`src/rtl/sq_rtc_pkg.sv`:
```
package sq_rtc_pkg;
  localparam int unsigned OFF_HEAD   = 'h00;
  localparam int unsigned OFF_TAIL   = 'h04;
  localparam int unsigned OFF_CTRL   = 'h08;
  localparam int unsigned OFF_IDENT  = 'h0C;
  localparam int unsigned OFF_STATUS = 'h10;

  typedef enum logic [1:0] {
    CMD_START = 2'd0,
    CMD_STOP  = 2'd1,
    CMD_CLEAN = 2'd2,
    CMD_NONE  = 2'd3
  } cmd_e;

  typedef enum logic [1:0] {
    ST_RUN,
    ST_DRAIN,
    ST_HALT,
    ST_SCAN
  } state_e;

  localparam logic [3:0] RC_OK          = 4'h0;
  localparam logic [3:0] RC_NOT_STOPPED = 4'h1;
  localparam logic [3:0] RC_NO_MATCH    = 4'h2;
endpackage

```
`src/rtl/sq_rtc_regs.sv`:
```
module sq_rtc_regs
  import sq_rtc_pkg::*;
#(
  parameter int unsigned ADDR_W = 5,
  parameter int unsigned DATA_W = 32
) (
  input  logic              clk_i,
  input  logic              rst_ni,
  input  logic              we_i,
  input  logic [ADDR_W-1:0] addr_i,
  input  logic [DATA_W-1:0] wdata_i,
  output logic [DATA_W-1:0] rdata_o,
  input  logic              stopped_i,
  input  logic              done_i,
  input  logic [3:0]        code_i,
  output logic              cmd_valid_o,
  output cmd_e              cmd_o,
  output logic [DATA_W-1:0] ident_o
);
  logic [DATA_W-1:0] ident_q;
  logic              sel_ctrl, sel_ident, sel_status;

  assign sel_ctrl   = (addr_i == ADDR_W'(OFF_CTRL));
  assign sel_ident  = (addr_i == ADDR_W'(OFF_IDENT));
  assign sel_status = (addr_i == ADDR_W'(OFF_STATUS));

  // only the three defined codes are accepted; anything else is dropped
  assign cmd_o       = cmd_e'(wdata_i[1:0]);
  assign cmd_valid_o = we_i && sel_ctrl && (wdata_i[DATA_W-1:2] == '0) && (wdata_i[1:0] != 2'd3);

  always_ff @(posedge clk_i or negedge rst_ni) begin
    if (!rst_ni)                ident_q <= '0;
    else if (we_i && sel_ident) ident_q <= wdata_i;
  end

  assign ident_o = ident_q;

  always_comb begin
    rdata_o = '0;
    if (sel_ident)  rdata_o = ident_q;
    if (sel_status) rdata_o = {{(DATA_W-8){1'b0}}, code_i, 2'b00, done_i, stopped_i};
  end
endmodule

```
`src/rtl/sq_rtc_table.sv`:
```
module sq_rtc_table #(
  parameter int unsigned DEPTH = 8,
  parameter int unsigned ID_W  = 16,
  localparam int unsigned IDX_W = (DEPTH > 1) ? $clog2(DEPTH) : 1
) (
  input  logic             clk_i,
  input  logic             rst_ni,
  input  logic             issue_valid_i,
  input  logic [ID_W-1:0]  issue_id_i,
  input  logic             retire_valid_i,
  input  logic [ID_W-1:0]  retire_id_i,
  input  logic             inv_valid_i,
  input  logic [IDX_W-1:0] rd_idx_i,
  output logic             rd_valid_o,
  output logic [ID_W-1:0]  rd_id_o,
  output logic [DEPTH-1:0] valid_o
);
  logic [DEPTH-1:0] valid_q;
  logic [ID_W-1:0]  id_q [DEPTH];
  logic             free_hit, ret_hit;
  logic [IDX_W-1:0] free_idx, ret_idx;

  // lowest free slot and lowest matching valid slot
  always_comb begin
    free_hit = 1'b0;
    free_idx = '0;
    ret_hit  = 1'b0;
    ret_idx  = '0;
    for (int i = DEPTH - 1; i >= 0; i--) begin
      if (!valid_q[i]) begin
        free_hit = 1'b1;
        free_idx = IDX_W'(i);
      end
      if (valid_q[i] && id_q[i] == retire_id_i) begin
        ret_hit = 1'b1;
        ret_idx = IDX_W'(i);
      end
    end
  end

  always_ff @(posedge clk_i or negedge rst_ni) begin
    if (!rst_ni) begin
      valid_q <= '0;
      for (int i = 0; i < DEPTH; i++) id_q[i] <= '0;
    end else begin
      for (int i = 0; i < DEPTH; i++) begin
        if (issue_valid_i && free_hit && free_idx == IDX_W'(i)) begin
          valid_q[i] <= 1'b1;
          id_q[i]    <= issue_id_i;
        end else if ((retire_valid_i && ret_hit && ret_idx == IDX_W'(i)) ||
                     (inv_valid_i && rd_idx_i == IDX_W'(i))) begin
          valid_q[i] <= 1'b0;
        end
      end
    end
  end

  assign rd_valid_o = valid_q[rd_idx_i];
  assign rd_id_o    = id_q[rd_idx_i];
  assign valid_o    = valid_q;
endmodule

```
`src/rtl/sq_rtc_fsm.sv`:
```
module sq_rtc_fsm
  import sq_rtc_pkg::*;
#(
  parameter int unsigned DEPTH = 8,
  parameter int unsigned ID_W  = 16,
  localparam int unsigned IDX_W = (DEPTH > 1) ? $clog2(DEPTH) : 1
) (
  input  logic             clk_i,
  input  logic             rst_ni,
  input  logic             cmd_valid_i,
  input  cmd_e             cmd_i,
  input  logic [ID_W-1:0]  key_i,
  input  logic             fetch_busy_i,
  input  logic             rd_valid_i,
  input  logic [ID_W-1:0]  rd_id_i,
  output logic             fetch_en_o,
  output logic             stopped_o,
  output logic             done_o,
  output logic [3:0]       code_o,
  output logic [IDX_W-1:0] rd_idx_o,
  output logic             inv_valid_o
);
  state_e           state_q;
  logic             done_q;
  logic [3:0]       code_q;
  logic [IDX_W-1:0] idx_q;
  logic [ID_W-1:0]  key_q;
  logic             hit;

  assign hit         = rd_valid_i && (rd_id_i == key_q);
  assign inv_valid_o = (state_q == ST_SCAN) && hit;

  always_ff @(posedge clk_i or negedge rst_ni) begin
    if (!rst_ni) begin
      state_q <= ST_RUN;
      done_q  <= 1'b0;
      code_q  <= RC_OK;
      idx_q   <= '0;
      key_q   <= '0;
    end else begin
      case (state_q)
        ST_RUN, ST_DRAIN: begin
          if (cmd_valid_i) done_q <= 1'b0;
          if (cmd_valid_i && cmd_i == CMD_CLEAN) begin
            done_q <= 1'b1;
            code_q <= RC_NOT_STOPPED;
          end
          if (state_q == ST_RUN) begin
            if (cmd_valid_i && cmd_i == CMD_STOP) state_q <= ST_DRAIN;
          end else if (cmd_valid_i && cmd_i == CMD_START) begin
            state_q <= ST_RUN;
          end else if (!fetch_busy_i) begin
            state_q <= ST_HALT;  // entry boundary reached
          end
        end
        ST_HALT: begin
          if (cmd_valid_i) begin
            done_q <= 1'b0;
            if (cmd_i == CMD_START) state_q <= ST_RUN;
            if (cmd_i == CMD_CLEAN) begin
              state_q <= ST_SCAN;
              idx_q   <= '0;
              key_q   <= key_i;
            end
          end
        end
        ST_SCAN: begin
          // control writes are not honoured during a search
          if (hit) begin
            done_q  <= 1'b1;
            code_q  <= RC_OK;
            state_q <= ST_HALT;
          end else if (idx_q == IDX_W'(DEPTH - 1)) begin
            done_q  <= 1'b1;
            code_q  <= RC_NO_MATCH;
            state_q <= ST_HALT;
          end else begin
            idx_q <= idx_q + 1'b1;
          end
        end
        default: state_q <= ST_RUN;
      endcase
    end
  end

  assign fetch_en_o = (state_q == ST_RUN);
  assign stopped_o  = (state_q == ST_HALT) || (state_q == ST_SCAN);
  assign done_o     = done_q;
  assign code_o     = code_q;
  assign rd_idx_o   = idx_q;
endmodule

```
`src/rtl/sq_runtime_ctrl.sv`:
```
module sq_runtime_ctrl
  import sq_rtc_pkg::*;
#(
  parameter int unsigned ADDR_W = 5,
  parameter int unsigned DATA_W = 32,
  parameter int unsigned ID_W   = 16,
  parameter int unsigned DEPTH  = 8
) (
  input  logic              clk_i,
  input  logic              rst_ni,
  input  logic              reg_we_i,
  input  logic [ADDR_W-1:0] reg_addr_i,
  input  logic [DATA_W-1:0] reg_wdata_i,
  output logic [DATA_W-1:0] reg_rdata_o,
  input  logic              fetch_busy_i,
  output logic              fetch_en_o,
  input  logic              issue_valid_i,
  input  logic [ID_W-1:0]   issue_id_i,
  input  logic              retire_valid_i,
  input  logic [ID_W-1:0]   retire_id_i,
  output logic [DEPTH-1:0]  entry_valid_o
);
  localparam int unsigned IDX_W = (DEPTH > 1) ? $clog2(DEPTH) : 1;

  logic              sts_stopped, sts_done;
  logic [3:0]        sts_code;
  logic              cmd_valid;
  cmd_e              cmd;
  logic [DATA_W-1:0] ident;
  logic              rd_valid, inv_valid;
  logic [ID_W-1:0]   rd_id;
  logic [IDX_W-1:0]  rd_idx;

  sq_rtc_regs #(.ADDR_W(ADDR_W), .DATA_W(DATA_W)) u_regs (
    .clk_i(clk_i), .rst_ni(rst_ni),
    .we_i(reg_we_i), .addr_i(reg_addr_i), .wdata_i(reg_wdata_i), .rdata_o(reg_rdata_o),
    .stopped_i(sts_stopped), .done_i(sts_done), .code_i(sts_code),
    .cmd_valid_o(cmd_valid), .cmd_o(cmd), .ident_o(ident)
  );

  sq_rtc_fsm #(.DEPTH(DEPTH), .ID_W(ID_W)) u_fsm (
    .clk_i(clk_i), .rst_ni(rst_ni),
    .cmd_valid_i(cmd_valid), .cmd_i(cmd), .key_i(ident[ID_W-1:0]),
    .fetch_busy_i(fetch_busy_i), .rd_valid_i(rd_valid), .rd_id_i(rd_id),
    .fetch_en_o(fetch_en_o), .stopped_o(sts_stopped), .done_o(sts_done), .code_o(sts_code),
    .rd_idx_o(rd_idx), .inv_valid_o(inv_valid)
  );

  sq_rtc_table #(.DEPTH(DEPTH), .ID_W(ID_W)) u_table (
    .clk_i(clk_i), .rst_ni(rst_ni),
    .issue_valid_i(issue_valid_i), .issue_id_i(issue_id_i),
    .retire_valid_i(retire_valid_i), .retire_id_i(retire_id_i),
    .inv_valid_i(inv_valid), .rd_idx_i(rd_idx),
    .rd_valid_o(rd_valid), .rd_id_o(rd_id), .valid_o(entry_valid_o)
  );
endmodule

```
`config.mk`:
```
export PLATFORM = sky130hd
export DESIGN_NAME = sq_runtime_ctrl
export DESIGN_NICKNAME = d
export VERILOG_FILES = /design/src/rtl/sq_rtc_pkg.sv /design/src/rtl/sq_rtc_regs.sv /design/src/rtl/sq_rtc_table.sv /design/src/rtl/sq_rtc_fsm.sv /design/src/rtl/sq_runtime_ctrl.sv
export SDC_FILE = /design/constraint.sdc
export NUM_CORES = 1
export LEC_CHECK = 0
export ABC_CLOCK_PERIOD_IN_PS = 4620
export BUFFER_PORTS_ARGS = -buffer_cell sky130_fd_sc_hd__buf_4
export CAP_MARGIN = 25
export CORE_UTILIZATION = 45
export DETAILED_ROUTE_END_ITERATION = 8
export HOLD_SLACK_MARGIN = 0.1
export PLACE_DENSITY = 0.61
export SYNTH_ARGS = -nofsm -noshare
export SYNTH_HDL_FRONTEND = slang
export SYNTH_SLANG_ARGS = --single-unit
```
`constraint.sdc`:
```
create_clock -name clk_i -period 4.62 [get_ports clk_i]
set_clock_uncertainty 0.2 [all_clocks]
set_input_delay 0.231 -clock clk_i [delete_from_list [all_inputs] [get_ports clk_i]]
set_output_delay 0.231 -clock clk_i [all_outputs]
set_load 0.02 [all_outputs]
```
==> results of run 1 <==
[worst max path at each step]
stage / start / end / depth (start not counted)
finish: u_fsm.rd_idx_o[1] / u_table.valid_o[5] / 9
global route: u_fsm.rd_idx_o[1] / u_table.valid_o[0] / 8
CTS: u_fsm.rd_idx_o[1] / u_table.valid_o[0] / 8
detailed placement: u_fsm.rd_idx_o[1] / u_table.valid_o[0] / 8
global placement: u_fsm.rd_idx_o[1] / u_table.valid_o[5] / 9
floorplan: u_fsm.rd_idx_o[1] / u_table.valid_o[0] / 10
[metrics by stage]
step | util [%] | hold WS (ps)
6_report | 56.7 | 249
3_3_place_gp | 51.5 | 263
2_1_floorplan | - | -265
4_1_cts | 56.5 | 237
3_5_place_dp | 51.5 | 265
5_1_grt | 56.7 | 261
[sequential cells by signal, indices dropped and copies added (netlist names), named ones only]
signal / flops
u_fsm.rd_idx_o: 3
u_table.valid_o: 8
u_regs.ident_o: 32
u_fsm.state_q: 2
u_fsm.code_o: 2
u_fsm.key_q: 16
u_table.id_q: 128
[cell families (layout without fill, tap and decap cells)]
group | after synthesis | after routing | share of synthesized area [%]
muxes | 235 | 235 | 25.9
DFF | 192 | 192 | 45.1
and+or+nand+nor | 163 | 163 | 8.88
xor gates and xnor gates | 139 | 139 | 11.4
AOI/OAI and AO/OA | 74 | 74 | 5.11
buffers and inverters | 63 | 225 | 2.84
adders and majority gates | 6 | 6 | 0.705
[synthesized netlist by cell type (all sizes together) (2+ instances only)]
cell / count
dfrtp: 192
mux2: 176
xnor2: 103
mux2i: 45
and3: 39
xor2: 36
buf: 31
nand2: 27
nand4: 24
clkbuf: 23
nor4: 22
nand3: 18
mux4: 14
o21ai: 13
a21oi: 11
a22o: 10
a22oi: 9
inv: 9
nor2: 9
a31o: 6
ha: 6
a221oi: 4
and2: 4
nor2b: 4
nor3: 4
o21bai: 4
a31oi: 3
nor4b: 3
o211ai: 2
o221ai: 2
o311ai: 2
or4: 2
[per-layer routing]
metal | GRT usage, % | up-vias | part of all wire, %
li1 | - | 3478 | -
met2 | 41.5 | 266 | 46
met1 | 39.1 | 3979 | 46
met4 | 7.56 | 0 | 1.8
met5 | 0 | - | 0
met3 | 5.31 | 40 | 6.3
[worst max-delay path, cell delays in order (launching register included)]
cell and delay, ps:
dfrtp_2 810, buf_12 330, mux2i_1 230, a22oi_1 120
a21oi_1 280, o221ai_1 160, or4b_4 620, nor4_4 460
nand3_1 130, a31o_1 230
[power groups by stage]
stage / clock [mW] / combinational [mW] / sequential (mW)
floorplan: 0 / 1.64 / 2.80
global placement: 0 / 2.25 / 3.00
detailed placement: 0 / 2.28 / 3.01
CTS: 1.59 / 2.33 / 2.98
global route: 1.65 / 2.52 / 3.08
finish: 1.56 / 2.35 / 3.00
[final cells by class]
class | instances | area [um^2] | share of cell area (%)
Multi-Input combinational cell | 617 | 5570 | 42.9
Inverter | 9 | 33.8 | 0.260
Clock buffer | 19 | 453 | 3.49
Clock inverter | 13 | 164 | 1.26
Timing Repair Buffer | 184 | 1570 | 12.1
Sequential cell | 192 | 4810 | 37.0
Tap cell | 313 | 392 | 3.02
[repair_timing]
| item | in CTS | in global routing |
|---|---|---|
| setup endpoints to repair | 0 | 0 |
| hold buffers | 52 | 1 |
| hold endpoints to repair | 283 | 32 |
==> results by group, run 1 <==
Setup path
  – Reg-to-reg critical path endpoint: u_table.valid_o[5]
  – Worst EP required: 4750 ps
  – R2r setup slk: 880 ps
  – Worst path arrival time: roughly 3900 ps
  – Worst Path Max Fanout: 36
  – Worst r2r src: u_fsm.rd_idx_o[1]
  – Worst reg-to-reg path cell count: 9
  – CP Class: flop to flop
  – Endpoint class of the critical path: flop
  – Startpoint types: flop

Run status
  – Status: completed

Min path
  – Min-Delay Path Class: input port to flop
  – Worst min-delay path startpoint: retire_id_i[5]
  – Hold Path End: u_table.valid_o[0]
  – Hold Path Stages: 6

Final layout
  – Commonest non-fill, non-tap cell in the layout: dfrtp_1
  – Cell area after layout: 13,000 um^2
  – Antenna Cells: 0
  – Fraction of layout instances using a drive strength above 1: 35.2%
  – Most frequent cells in the layout: 191 x dfrtp_1, 176 x mux2_2, 127 x buf_4
  – Finished Layout Cells: 1,347
  – Layout fillers: 1,958
  – Synth-to-layout area growth: 21.9%
  – Final net count: 1,102

Clock tree
  – Post_cts resized: 0
  – Setup Buffers After CTS: 0
  – H-tree Lvls: 4
  – TritonCTS buffer count: 17
  – CTS sink cnt: about 190
  – CTS tree: yes
  – Worst-Skew Late Latency: 440 ps
  – Clock root cell: clkbuf_16
  – Clk slew on worst S/H paths: 70 ps
  – Max clock buf depth: 2

Global route
  – Vias in the first global route: 7,832
  – Gr usage total: ~27%
  – GRT overflow: 0
  – Pin count of the biggest net entering global routing: around 120
  – Initial antenna violation count: 0
  – Global-route wire length before repair: between 40 and 50 mm

Placement
  – Gp weighted congestion: a little under 1
  – Dpl ws: 918 ps
  – Cell Area, Placed: approximately 12,000 um^2
  – Placed cells: around 1,300
  – # port buffers: 115
  – DP Wirelength: 22.0 mm

STA
  – Final Setup Violations: 0
  – Count of pins over their slew limit: 0
  – Tmin final: 3740 ps
  – Fin crit share: 81.0%
  – Worst slew pin tran: 880 ps
  – Relative slew slack: 41.2%
  – Slack of the critical path: 877 ps
  – RSZ-0062 raised after global routing: false
  – Fmax: 0.267 GHz
  – Final hold violation count: 0
  – Setup TNS: 0 ps

Power
  – Sw Ratio: 35.5%
  – Total power: 6.92 mW
  – P_leak: 5.92 nW
  – Total power per unit cell area: about 530 nW/um^2
  – Comb power frac: 34.0%
  – Power share of the clock group: between 20% and 30%
  – Internal Power: 4.46 mW
  – Net Switching: 2.46 mW
  – Sequential power share: 43.4%
  – Worst VDD drop: around 0.26 mV

Routing
  – Drt initial violations: 646
  – Via-to-Cell Ratio: 5.76
  – Drt first pass iters: 5
  – Residual DRC: 0
  – Post-DR wirelength/cell: 23.2 um
  – Via count: ~7,800
  – Post-route ant nets: 0
  – Routed WL: between 30 and 40 mm

Floorplan
  – Num rows: 55
  – Die Wd: 156 um
  – Die Area: 24,300 um^2
  – Ports: 116
  – Core footprint: 22,900 um^2
  – Initial Util: 46.5%
  – Die Height: 156 um

Synth
  – Fraction of registers with async set/reset: 100%
  – Synth warn: 0
  – Synth Flop Type: dfrtp_1
  – Largest cells by area after synthesis: dfrtp_1 45%, mux2_2 19%, xnor2_1 8.5%, mux2i_1 4.2%, xor2_1 3.0%
  – Synth area leader: dfrtp_1
  – Synthesized netlist net count: 953
  – Cells after Synth: 872
  – Post-synth EDFFs: 0
  – Yosys reg bits: 192
  – Mean area per synthesized cell: 12.2 um^2
  – Post-synth cell types: 56
  – Share of the synthesized area in the top cell type: a little under half
  – Seq/Total Area, Yosys: 45.1%
  – Post-synthesis cell area: between 10,000 and 15,000 um^2

Run
  – Maxcap violations: 0
Power figures use the tool's default switching activity.
==> inputs of run 2 (changes only) <==
Settings changed: ABC_CLOCK_PERIOD_IN_PS 4620 to 3550.
Clock period 4.62 ns to 3.55 ns, I/O delays scaled along.
==> results by group, run 2 (same netlist as run 1, synthesis figures left out) <==
Min path
  – Worst min-delay path startpoint: retire_id_i[10]
  – Min-Delay Path Class: input port to flop

Routing
  – Via count: 7,726
  – Drt initial violations: 552
  – Post-route ant nets: 0
  – Drt first pass iters: 5
  – Residual DRC: 0
  – Routed WL: 31.7 mm
  – Post-DR wirelength/cell: about 23 um
  – Via-to-Cell Ratio: between 5 and 6

Clock tree
  – Worst-Skew Late Latency: 440 ps
  – Clock root cell: clkbuf_16
  – CTS tree: yes
  – CTS sink cnt: about 190
  – TritonCTS buffer count: 17
  – Clk slew on worst S/H paths: 70 ps
  – Setup Buffers After CTS: 0
  – H-tree Lvls: 4
  – Max clock buf depth: 2

Power
  – Sw Ratio: 34.9%
  – Sequential power share: 42.5%
  – Comb power frac: about a third
  – Net Switching: 3.18 mW
  – Internal Power: 5.94 mW
  – Power share of the clock group: 23.2%
  – Total power per unit cell area: 699 nW/um^2
  – Worst VDD drop: 0.337 mV
  – P_leak: 5.95 nW

STA
  – RSZ-0062 raised after global routing: false
  – Fin crit share: 94.3%
  – Final Setup Violations: 0
  – Setup TNS: 0 ps
  – Final hold violation count: 0
  – Fmax: between 0.2 and 0.3 GHz
  – Worst slew pin tran: 869 ps
  – Count of pins over their slew limit: 0
  – Relative slew slack: around 42%
  – Tmin final: 3350 ps

Floorplan
  – Die Area: 24,300 um^2
  – Core footprint: between 20,000 and 25,000 um^2
  – Num rows: 55
  – Ports: 116
  – Die Wd: 156 um
  – Die Height: 156 um
  – Initial Util: a little under half

Setup path
  – Endpoint class of the critical path: flop
  – Worst path arrival time: 3480 ps
  – Startpoint types: flop
  – Worst r2r src: u_fsm.rd_idx_o[1]
  – CP Class: flop to flop
  – Worst Path Max Fanout: 12
  – Worst EP required: 3680 ps
  – Crit path launch: u_fsm.rd_idx_o[1]

Placement
  – # port buffers: approximately 120
  – Gp weighted congestion: 0.930
  – DP Wirelength: roughly 22 mm

Final layout
  – Final net count: 1,112
  – Top reg by flops: u_table.id_q
  – Antenna Cells: 0
  – Most frequent cells in the layout: 191 x dfrtp_1, 176 x mux2_2, 140 x buf_4
  – Commonest non-fill, non-tap cell in the layout: dfrtp_1
  – Synth-to-layout area growth: 22.4%
  – Final Util: 56.9%
  – Layout fillers: 2,001
  – Fraction of layout instances using a drive strength above 1: 35.8%
  – Max reg flops: 128

Global route
  – M1 GR Usage: 37.7%
  – GRT overflow: 0
  – Global-route wire length before repair: about 48 mm
  – Initial antenna violation count: 0
  – Vias in the first global route: 7,800
  – Met2 Use GR: 42.2%
  – Grt met3 use: 6.50%
  – GR peak layer: met2
  – Gr usage total: 27.0%
  – Pin count of the biggest net entering global routing: 102

Run status
  – Status: completed

Run
  – Maxcap violations: 0
-- run 2: cell types whose count changed in the layout (fill, tap and decap cells not counted), sizes merged --
cell / delta
inv: -3
clkinvlp: +2
bufinv: +2
buf: +10
clkinv: -1
-- run 2: worst paths after layout --
check / cells after the start / to / slack [ps]
max in group asynchronous: 3 / u_table.id_q[29] / 2000
min in group asynchronous: 2 / u_table.id_q[63] / 210
setup / recovery: 8 / u_table.valid_o[5] / 200
hold / removal: 5 / u_table.valid_o[3] / 200
hold reg to reg: 1 / u_regs.ident_o[22] / 300
setup reg to reg: 8 / u_table.valid_o[5] / 200
-- run 2: repair_timing --
item                                    4_1_cts  5_1_grt
hold buffers                                 53        0
gates resized for setup                       1        0
pin swaps                                     0        1
endpoints found under the hold margin       266        0
endpoints found under the setup margin        2        4
-- run 2: worst max-delay path, stage by stage, from the launching register on --
cell	delay (ps)
dfrtp_2	490
buf_4	300
mux4_2	540
mux2i_1	300
xor2_1	280
nand4_1	290
nor4_4	480
nand3_1	130
a31o_1	230
-- run 2: power groups by stage --
stage,combinational [mW],sequential (mW),clock [mW]
5_1_grt,3.33,3.98,2.24
4_1_cts,3.10,3.85,2.15
6_report,3.12,3.88,2.12
2_1_floorplan,2.14,3.64,0
3_5_place_dp,3.03,3.89,0
3_3_place_gp,3.00,3.87,0
-- run 2: cell type report --
type | instances | area [um^2] | share of cell area [%]
Multi-Input combinational cell | 617 | 5570 | 42.7
Sequential cell | 192 | 4810 | 36.9
Timing Repair Buffer | 194 | 1600 | 12.2
Clock buffer | 19 | 443 | 3.40
Tap cell | 313 | 392 | 3.00
Clock inverter | 13 | 201 | 1.54
Inverter | 9 | 33.8 | 0.259
-- run 2: metrics by stage --
stage / total power [mW] / cells / setup WS [ps] / cell area [um^2] / hold slack (ps)
5_1_grt: 9.55 / 1357 / 51.7 / 13000 / 230
3_3_place_gp: 6.87 / 1272 / 107 / 11900 / 137
4_1_cts: 9.11 / 1357 / 121 / 13000 / 175
6_report: 9.12 / 1357 / 201 / 13000 / 196
2_1_floorplan: 5.78 / 872 / 531 / 10700 / -318
3_5_place_dp: 6.92 / 1272 / 21.0 / 11900 / 135
-- run 2: per-layer routing --
layer / routed length (um) / part of all wire [%]
met3: 2050 / 6.5
met1: 14300 / 45
met4: 469 / 1.5
met5: 0 / 0
met2: 14800 / 47
==> inputs of run 3 (changes only) <==
Settings changed: ABC_CLOCK_PERIOD_IN_PS 3550 to 4100, HOLD_SLACK_MARGIN 0.1 to 0.05, PLACE_DENSITY 0.61 to 0.64.
Clock period 3.55 ns to 4.1 ns, I/O delays scaled along.
==> results by group, run 3 (same netlist as run 1, synthesis figures left out) <==
Clock tree
  – Worst-Skew Late Latency: 440 ps
  – Post_cts resized: 0
  – TritonCTS buffer count: 17
  – CTS tree: yes
  – Clock root cell: clkbuf_16
  – Setup Buffers After CTS: 0
  – CTS sink cnt: 192
  – H-tree Lvls: 4
  – Max clock buf depth: 2
  – Clk slew on worst S/H paths: 70 ps

Global route
  – Gr usage total: 26.4%
  – GRT overflow: 0
  – Vias in the first global route: 7,715
  – Initial antenna violation count: 0
  – Pin count of the biggest net entering global routing: ~120
  – Global-route wire length before repair: 47.6 mm

Routing
  – Residual DRC: 0
  – Routed WL: 31.2 mm
  – Drt initial violations: roughly 640
  – Drt first pass iters: 5
  – Via-to-Cell Ratio: 5.80
  – Post-DR wirelength/cell: between 20 and 25 um
  – Post-route ant nets: 0
  – Via count: 7,820

Power
  – Worst VDD drop: 0.344 mV
  – Total power per unit cell area: 598 nW/um^2
  – P_leak: 5.92 nW

STA
  – Setup TNS: 0 ps
  – Fin crit share: 89.6%
  – Tmin final: 3670 ps
  – Final hold violation count: 0
  – RSZ-0062 raised after global routing: false
  – Count of pins over their slew limit: 0
  – Worst slew pin tran: 939 ps
  – Final Setup Violations: 0
  – Relative slew slack: 36.8%
  – Fmax: 0.272 GHz

Floorplan
  – Die Height: roughly 160 um
  – Die Area: 24,300 um^2
  – Initial Util: between 40% and 50%
  – Ports: around 120
  – Core footprint: 22,900 um^2
  – Num rows: 55
  – Die Wd: ~160 um

Final layout
  – Synth-to-layout area growth: 22.0%
  – Top reg by flops: u_table.id_q
  – Layout fillers: 1,944
  – Multi-input gate area in the final layout: 5570 um^2
  – Final Util: 56.7%
  – Antenna Cells: 0
  – Most frequent cells in the layout: 191 x dfrtp_1, 176 x mux2_2, 127 x buf_4
  – Final net count: 1,104
  – Max reg flops: about 130
  – Commonest non-fill, non-tap cell in the layout: dfrtp_1
  – Fraction of layout instances using a drive strength above 1: 35.3%
  – Reg area: 4810 um^2

Setup path
  – R2r setup slk: 430 ps
  – Worst EP required: 4230 ps
  – Worst r2r src: u_fsm.rd_idx_o[1]
  – Worst reg-to-reg path cell count: 8
  – Worst Path Max Fanout: 47
  – Startpoint types: flop
  – Reg-to-reg critical path endpoint: u_table.valid_o[0]
  – CP Class: flop to flop
  – Worst path arrival time: 3810 ps
  – Endpoint class of the critical path: flop

Run status
  – Status: completed

Min path
  – Min-Delay Path Class: input port to flop
  – Worst min-delay path startpoint: issue_valid_i
  – Hold Path Stages: 3
  – Hold Path End: u_table.valid_o[1]

Run
  – Maxcap violations: 0

Placement
  – # port buffers: 115
  – Gp weighted congestion: roughly 0.88
  – DP Wirelength: 22.1 mm
==> run 3: cell types whose count changed in the layout (fill, tap and decap cells not counted), sizes merged <==
cell,previous run,this run
clkinvlp,4,3
inv,14,16
clkbuf,20,18
bufinv,4,1
clkinv,0,4
buf,140,132
==> run 3: stage by stage <==
stage               total power, mW  setup WS (ps)  cell area [um^2]  hold WS (ps)  std cells
finish                         7.78            425             13000          52.7       1349
CTS                            7.75            456             13000          50.9       1347
detailed placement             6.00            481             11800           224       1263
global placement               5.93            479             11800           221       1261
floorplan                      5.00           1080             10700          -291        872
global route                   8.12            345             13000          68.3       1349
==> run 3: worst max-delay path by stage <==
stage                           start                 end  slack, ps  depth (start not counted)
finish              u_fsm.rd_idx_o[1]  u_table.valid_o[0]        430                          8
floorplan           u_fsm.rd_idx_o[1]  u_table.valid_o[0]       1080                         10
CTS                 u_fsm.rd_idx_o[1]  u_table.valid_o[0]        460                          8
global placement    u_fsm.rd_idx_o[1]  u_table.valid_o[0]        480                          8
detailed placement  u_fsm.rd_idx_o[1]  u_table.valid_o[0]        480                          8
global route        u_fsm.rd_idx_o[1]  u_table.valid_o[0]        340                          8
==> run 3: area by class of cell <==
class / count / share of cell area (%)
clock inverter: 15 / 1.31
clock buffer: 17 / 3.27
timing repair buffer: 186 / 12.4
sequential: 192 / 37.0
multi-input combinational: 617 / 42.8
inverter: 9 / 0.260
tap: 313 / 3.01
==> run 3: repair_timing <==
| item | 4_1_cts | 5_1_grt |
|---|---|---|
| endpoints found under the hold margin | 280 | 16 |
| hold buffers | 52 | 1 |
| setup endpoints to repair | 0 | 0 |
==> run 3: layer usage <==
metal | GRT usage (%) | vias up | routed length [um]
met5 | 0 | - | 0
met1 | 37.8 | 4067 | 14400
met3 | 4.47 | 32 | 1570
met4 | 5.09 | 0 | 420
li1 | - | 3476 | -
met2 | 42.3 | 245 | 14800
==> run 3: report_power, final <==
| group | leakage (nW) | internal [mW] | total, mW | switching, mW |
|---|---|---|---|---|
| Combinational | 3.31 | 1.47 | 2.69 | 1.22 |
| Clock | 0.284 | 0.871 | 1.71 | 0.839 |
| Sequential | 2.33 | 2.60 | 3.38 | 0.773 |
==> run 3: critical path, stage by stage, from the launching register on <==
cell     delay, ps
dfrtp_2        460
buf_12         330
mux4_1         600
mux2i_1        330
xor2_1         220
or4b_4         550
nor4_4         500
nand3_1        140
a31o_1         230
